**src/rtl/tmr64_pair.sv**
```systemverilog
module tmr64_pair #(
  parameter int NT = 2,
  parameter int DW = 32,
  parameter int PW = 16,
  parameter int AW = 8
) (
  input  logic          clk,
  input  logic          rst_n,
  input  logic          wr_en,
  input  logic [AW-1:0] addr,
  input  logic [DW-1:0] wr_data,
  output logic [DW-1:0] rd_data,
  output logic          irq
);
  localparam int CW    = 2 * DW;
  localparam int OFF_W = 4;
  localparam int TW    = AW - 1 - OFF_W;

  logic [OFF_W-1:0] off;
  logic [TW-1:0]    tsel;
  logic             shared_sel;
  assign off        = addr[OFF_W-1:0];
  assign tsel       = addr[AW-2:OFF_W];
  assign shared_sel = addr[AW-1];

  logic [NT-1:0]    fire, ctrl_wr, ld_stb, run_v, arm_v;
  logic [NT*CW-1:0] cnt_all;
  logic [DW-1:0]    rd_t [NT];
  logic [NT-1:0]    ien_q, ist_q, clr;

  for (genvar t = 0; t < NT; t++) begin : g_tmr
    logic [PW-1:0] div_q, pre_q;
    logic          run_q, up_q, ar_q, arm_q, tick, hit, snap_stb;
    logic [CW-1:0] cnt_q, load_q, alarm_q, snap_q;
    logic [PW:0]   div_eff;

    assign hit      = wr_en && !shared_sel && (tsel == TW'(t));
    assign ctrl_wr[t] = hit && off == 4'd0;
    assign ld_stb[t]  = hit && off == 4'd3 && wr_data[0];
    assign snap_stb   = hit && off == 4'd4 && wr_data[0];
    assign div_eff    = (div_q == '0) ? {1'b1, {PW{1'b0}}} : {1'b0, div_q};
    assign tick       = run_q && ({1'b0, pre_q} == div_eff - (PW+1)'(1));
    assign fire[t]    = tick && arm_q && (cnt_q == alarm_q);

    always_ff @(posedge clk or negedge rst_n) begin
      if (!rst_n) begin
        {arm_q, ar_q, up_q, run_q} <= '0;
        div_q   <= '0;
        pre_q   <= '0;
        cnt_q   <= '0;
        load_q  <= '0;
        alarm_q <= '0;
        snap_q  <= '0;
      end else begin
        if (ctrl_wr[t]) {arm_q, ar_q, up_q, run_q, div_q} <= wr_data[PW+3:0];
        else if (fire[t]) arm_q <= 1'b0;

        if (ctrl_wr[t] || ld_stb[t]) pre_q <= '0;
        else if (run_q) pre_q <= tick ? '0 : pre_q + PW'(1);

        if (hit && off == 4'd1) load_q[DW-1:0]  <= wr_data;
        if (hit && off == 4'd2) load_q[CW-1:DW] <= wr_data;
        if (hit && off == 4'd7) alarm_q[DW-1:0]  <= wr_data;
        if (hit && off == 4'd8) alarm_q[CW-1:DW] <= wr_data;

        if (ld_stb[t] || (fire[t] && ar_q)) cnt_q <= load_q;
        else if (tick) cnt_q <= up_q ? cnt_q + CW'(1) : cnt_q - CW'(1);

        if (snap_stb) snap_q <= cnt_q;
      end
    end

    always_comb begin
      case (off)
        4'd0:    rd_t[t] = DW'({arm_q, ar_q, up_q, run_q, div_q});
        4'd1:    rd_t[t] = load_q[DW-1:0];
        4'd2:    rd_t[t] = load_q[CW-1:DW];
        4'd5:    rd_t[t] = snap_q[DW-1:0];
        4'd6:    rd_t[t] = snap_q[CW-1:DW];
        4'd7:    rd_t[t] = alarm_q[DW-1:0];
        4'd8:    rd_t[t] = alarm_q[CW-1:DW];
        default: rd_t[t] = '0;
      endcase
    end

    assign run_v[t] = run_q;
    assign arm_v[t] = arm_q;
    assign cnt_all[t*CW +: CW] = cnt_q;
  end

  logic shared_wr;
  assign shared_wr = wr_en && shared_sel && (tsel == '0);
  assign clr = (shared_wr && off == 4'd2) ? wr_data[NT-1:0] : '0;

  always_ff @(posedge clk or negedge rst_n) begin
    if (!rst_n) begin
      ien_q <= '0;
      ist_q <= '0;
    end else begin
      if (shared_wr && off == 4'd0) ien_q <= wr_data[NT-1:0];
      ist_q <= (ist_q & ~clr) | fire;
    end
  end

  assign irq = |(ist_q & ien_q);

  always_comb begin
    rd_data = '0;
    if (shared_sel) begin
      if (tsel == '0 && off == 4'd0) rd_data = DW'(ien_q);
      if (tsel == '0 && off == 4'd1) rd_data = DW'(ist_q);
    end else begin
      for (int t = 0; t < NT; t++)
        if (tsel == TW'(t)) rd_data = rd_t[t];
    end
  end
endmodule

```
**config.mk**
```make
export PLATFORM = sky130hd
export DESIGN_NAME = tmr64_pair
export DESIGN_NICKNAME = d
export VERILOG_FILES = /design/src/rtl/tmr64_pair.sv
export SDC_FILE = /design/constraint.sdc
export NUM_CORES = 2
export LEC_CHECK = 0
export ABC_AREA = 1
export BUFFER_PORTS_ARGS = -buffer_cell sky130_fd_sc_hd__buf_2
export CORE_UTILIZATION = 30
export CTS_BUF_LIST = sky130_fd_sc_hd__clkbuf_4
export DETAILED_ROUTE_END_ITERATION = 8
export HOLD_SLACK_MARGIN = 0.12
export PLACE_DENSITY = 0.45
export SETUP_SLACK_MARGIN = 0.5
export SKIP_LAST_GASP = 1
export SLEW_MARGIN = 20
export SYNTH_ARGS = -nofsm -noshare
export SYNTH_HDL_FRONTEND = slang
export SYNTH_SLANG_ARGS = --single-unit
```
**constraint.sdc**
```tcl
create_clock -name clk -period 3.3 [get_ports clk]
set_input_delay 0.66 -clock clk [delete_from_list [all_inputs] [get_ports clk]]
set_output_delay 0.66 -clock clk [all_outputs]
set_load 0.05 [all_outputs]
```
==> impl_summary.txt <==
----------------------------------------------------
[Outcome]
  Result of the run ... finished with violations
  Violations in the final reports ... negative setup slack

[Run]
  Max-Cap Viols ... 0

[Final layout]
  Final core utilization ... 40.54%
  Post-synthesis to final-layout area growth ... 33.62%
  Filler instances ... 13540
  Layout cells sized above 1 ... 24.12%
  Multi-input gate area in the final layout ... 0.02435 mm2
  Final design area excluding fillers ... 0.05269 mm2
  FF/Latch Area ... 0.01473 mm2
  Number of nets in the layout ... 6129

[Place]
  Post-Place Worst Slack ... -0.01510 ns
  HPWL after DPL ... 137300 um
  Quantity of I/O buffers inserted on ports ... 75
  Placer congestion estimate ... 1.014
  Placement Cell Area ... 0.04474 mm2

[Setup path]
  Category of the worst setup path capture point ... primary output
  Class of the most critical setup path ... register to primary output
  Register-to-register path setup slack ... 0.08 ns
  Worst r2r src ... g_tmr[0].div_q[1]
  Type of origin of the critical path ... register
  Arrival time at the worst endpoint ... 2.77 ns
  Source of the critical timing path ... g_tmr[0].div_q[0]
  Worst Reg2Reg Path Length in Cells ... 24
  Maximum net fanout on the critical path ... 4
  Crit path required time ... 2.64 ns

[STA]
  Minimum hold slack ... 0.2485 ns
  Min Tclk post-route ... 3.431 ns
  Final setup viols ... 7
  Fraction of the cycle the final worst path needs ... 104.0%
  Worst-case headroom to the max-slew limit ... 44.94%
  Top achievable clock speed ... 291.5 MHz
  Min setup slack post-route ... -0.1310 ns
  Max Transition Viols Final ... 0
  Slew at the pin with the worst max-slew slack ... 0.8250 ns
  Count of final hold-check violations ... 0
  Setup repair after global routing missed its margin ... yes
  Fin Clk Skew ... 0.08615 ns

[Logic synthesis]
  Share of flip-flops with an asynchronous set or reset after synthesis ... 100.0%
  Synth Net Count ... 5587
  Synth Cell Area ... 0.03943 mm2
  Number of library cell types mapped by synthesis ... 55
  Top FF cell, synth ... dfrtp_1
  Mean area per synthesized cell ... 7.286 um2
  Number of warning messages in the yosys log ... 0
  Register bit count reported by yosys ... 588
  Number of enable-type register cells in the synthesized netlist ... 0
  Share of the yosys chip area belonging to registers ... 37.32%
  Post-synthesis cell count ... 5412

[Detailed routing]
  Iteration-0 DRC count of the detailed router ... 3892
  Number of vias after detailed routing ... 42560
  Detailed-route vias per instance ... 5.438
  Detail Route Antenna Nets ... 0
  Routed wire per std cell ... 24.37 um
  Remaining DRCs ... 0
  Detailed Route WL ... 190700 um
  First-pass detailed-route iteration total ... 6

[Clock tree]
  Clk_lat worst skew ... 1.14 ns
  Clock tree from TritonCTS ... done
  CTS H-Tree Depth ... 4
  Total CTS buffers ... 167
  Clock input transition at the sequential cells of the worst setup and hold paths ... 0.08 ns
  CTS root buf ... clkbuf_4
  Maximum root-to-sink buffer count ... 3
  Total clock sinks ... 588

[Die]
  I/O pins ... 76
  Site Rows ... 132
  Area of the core region ... 0.1300 mm2
  Die span in x ... 364.5 um
  Starting density of the core ... 30.34%
  DIE AREA ... 0.1329 mm2
  Height of the die ... 364.5 um

[Min path]
  Startpoint of the most critical hold path ... addr[0]
  Path category of the worst min-delay check ... input port to register
  Depth of the worst hold-timing path ... 7

[GRT]
  Overflow left after global routing ... 0
  Pin count of the biggest net entering global routing ... 103
  Global-route wire length before repair ... 273300 um
  Antenna violations before repair ... 8
  Overall global routing resource usage ... 27.74%
  Vias in the first global route ... 40390

[Power and ir drop]
  Maximum ir drop on the vdd rail ... 0.0003461 V
  Power Density ... 345.3 mW/mm2
  Leakage power total ... 23.83 nW
  Total power after layout ... 0.01819 W

----------------------------------------------------
-- through the flow --
stage,TNS [ns],instances
floorplan,0,5412
global placement,-0.03390,7260
detailed placement,-0.02143,7260
CTS,-1.707,7728
global route,-3.660,7825
finish,-0.3731,7825
-- worst paths after layout --
check,end
setup / recovery,rd_data[0]
hold / removal,ien_q[1]
setup reg to reg,g_tmr[0].cnt_q[61]
hold reg to reg,g_tmr[1].snap_q[33]
max in group asynchronous,g_tmr[1].load_q[61]
min in group asynchronous,g_tmr[0].cnt_q[32]
-- cell usage in the layout (no fill, tap or decap), types with 54 or more instances in the layout --
cell type / instances
a21oi_1: 175
nor2_1: 368
a21oi_2: 66
mux2_2: 58
buf_12: 90
nand3_1: 429
o21ai_0: 500
o2111ai_1: 135
inv_1: 464
nand4_1: 196
dfrtp_1: 572
nor2_2: 54
nand2_1: 1243
ha_1: 75
buf_4: 362
nand2_2: 58
clkbuf_4: 249
xor2_1: 116
-- critical path: stages (launching register included) --
cell	delay, ns
dfrtp_1	0.39
inv_2	0.08
buf_6	0.13
o211ai_1	0.13
o31ai_4	0.32
a21oi_1	0.11
a21o_2	0.29
buf_12	0.17
-- layer usage --
layer | vias up | part of all wire [%] | global-route usage, % | wire, um
met5 | - | 0.0068 | 0 | 13
met4 | 2 | 3.7 | 10.17 | 6980
met3 | 321 | 6.2 | 4.225 | 11750
met2 | 1549 | 46 | 43.81 | 87150
met1 | 20840 | 44 | 38.15 | 84780
li1 | 19840 | - | - | -
-- repair_timing --
| item | in CTS | in global routing |
|---|---|---|
| cloned | 38 | 18 |
| setup endpoints to repair | 163 | 191 |
| endpoints found under the hold margin | 844 | 0 |
| gates resized for setup | 370 | 303 |
| pin swaps | 96 | 185 |
| hold buffers | 36 | 0 |
| buffers inserted | 101 | 74 |
-- sequential cells by signal (all words and copies together) (netlist names) --
name,count
g_tmr.ar_q,2
g_tmr.pre_q,32
g_tmr.alarm_q,128
g_tmr.arm_q,2
ien_q,2
g_tmr.up_q,2
g_tmr.cnt_q,128
g_tmr.run_q,2
g_tmr.snap_q,128
ist_q,2
g_tmr.load_q,128
g_tmr.div_q,32
-- Yosys cell counts (4+ instances only) --
master	number	share of area [%]
clkbuf_1	184	1.8
a311oi_1	15	0.33
nor3_1	61	0.77
nor2_1	437	4.2
buf_4	19	0.36
a21oi_1	244	3.1
nor3_2	4	0.10
a2111oi_0	6	0.13
o21ai_1	14	0.18
nor2_4	5	0.14
nor2_2	6	0.095
dfrtp_1	588	37
mux2_2	58	1.7
a221o_1	5	0.13
nand4_1	196	3.1
inv_2	6	0.057
o21bai_1	16	0.30
a31oi_1	11	0.17
or2_2	10	0.16
ha_1	130	4.1
nor4_1	11	0.17
buf_6	7	0.20
a221oi_1	69	1.5
a21boi_0	4	0.076
nand2_2	4	0.063
o22ai_1	32	0.51
xnor2_1	43	0.96
nand3_1	461	5.9
nand2_4	4	0.11
o2111ai_1	148	3.3
buf_1	34	0.32
buf_2	17	0.22
a21o_1	13	0.25
inv_1	515	4.9
xor2_1	121	2.7
nand2_1	1314	13
nand3b_1	7	0.13
o31ai_1	7	0.13
a32o_1	9	0.23
o21a_1	9	0.17
o21ai_0	541	6.9
o211ai_1	6	0.11
-- area by class of cell --
cell class              instances  share of cell area (%)
multi-input cells            4043                   46.21
clock buffers                 249                   3.548
repair inverters                1                 0.03799
flip-flops and latches        588                   27.96
diodes                          5                 0.02375
inverters                     522                   3.835
well taps                    1742                   4.137
repair buffers                631                   13.69
clock inverters                44                  0.5509
-- where the power goes --
group          leakage [nW]  switching, W  internal (W)
registers              7.89      0.000503       0.00756
clock network          1.26       0.00347       0.00368
logic                  14.7       0.00186       0.00112
-- kinds of logic (layout without fill, tap and decap cells) --
kind of cell	Yosys count	after routing	synth area share (%)
AND/OR/NAND/NOR	2529	2531	27.56
AO/OA/AOI/OAI	1156	1156	17.66
XOR/XNOR	166	166	3.757
multiplexers	58	58	1.656
other	0	5	0
buffers and inverters	783	1447	7.822
flip-flops	588	588	37.32
adder cells (fa/ha/maj)	132	132	4.227
Note: power is estimated with default switching activity, not from simulation.
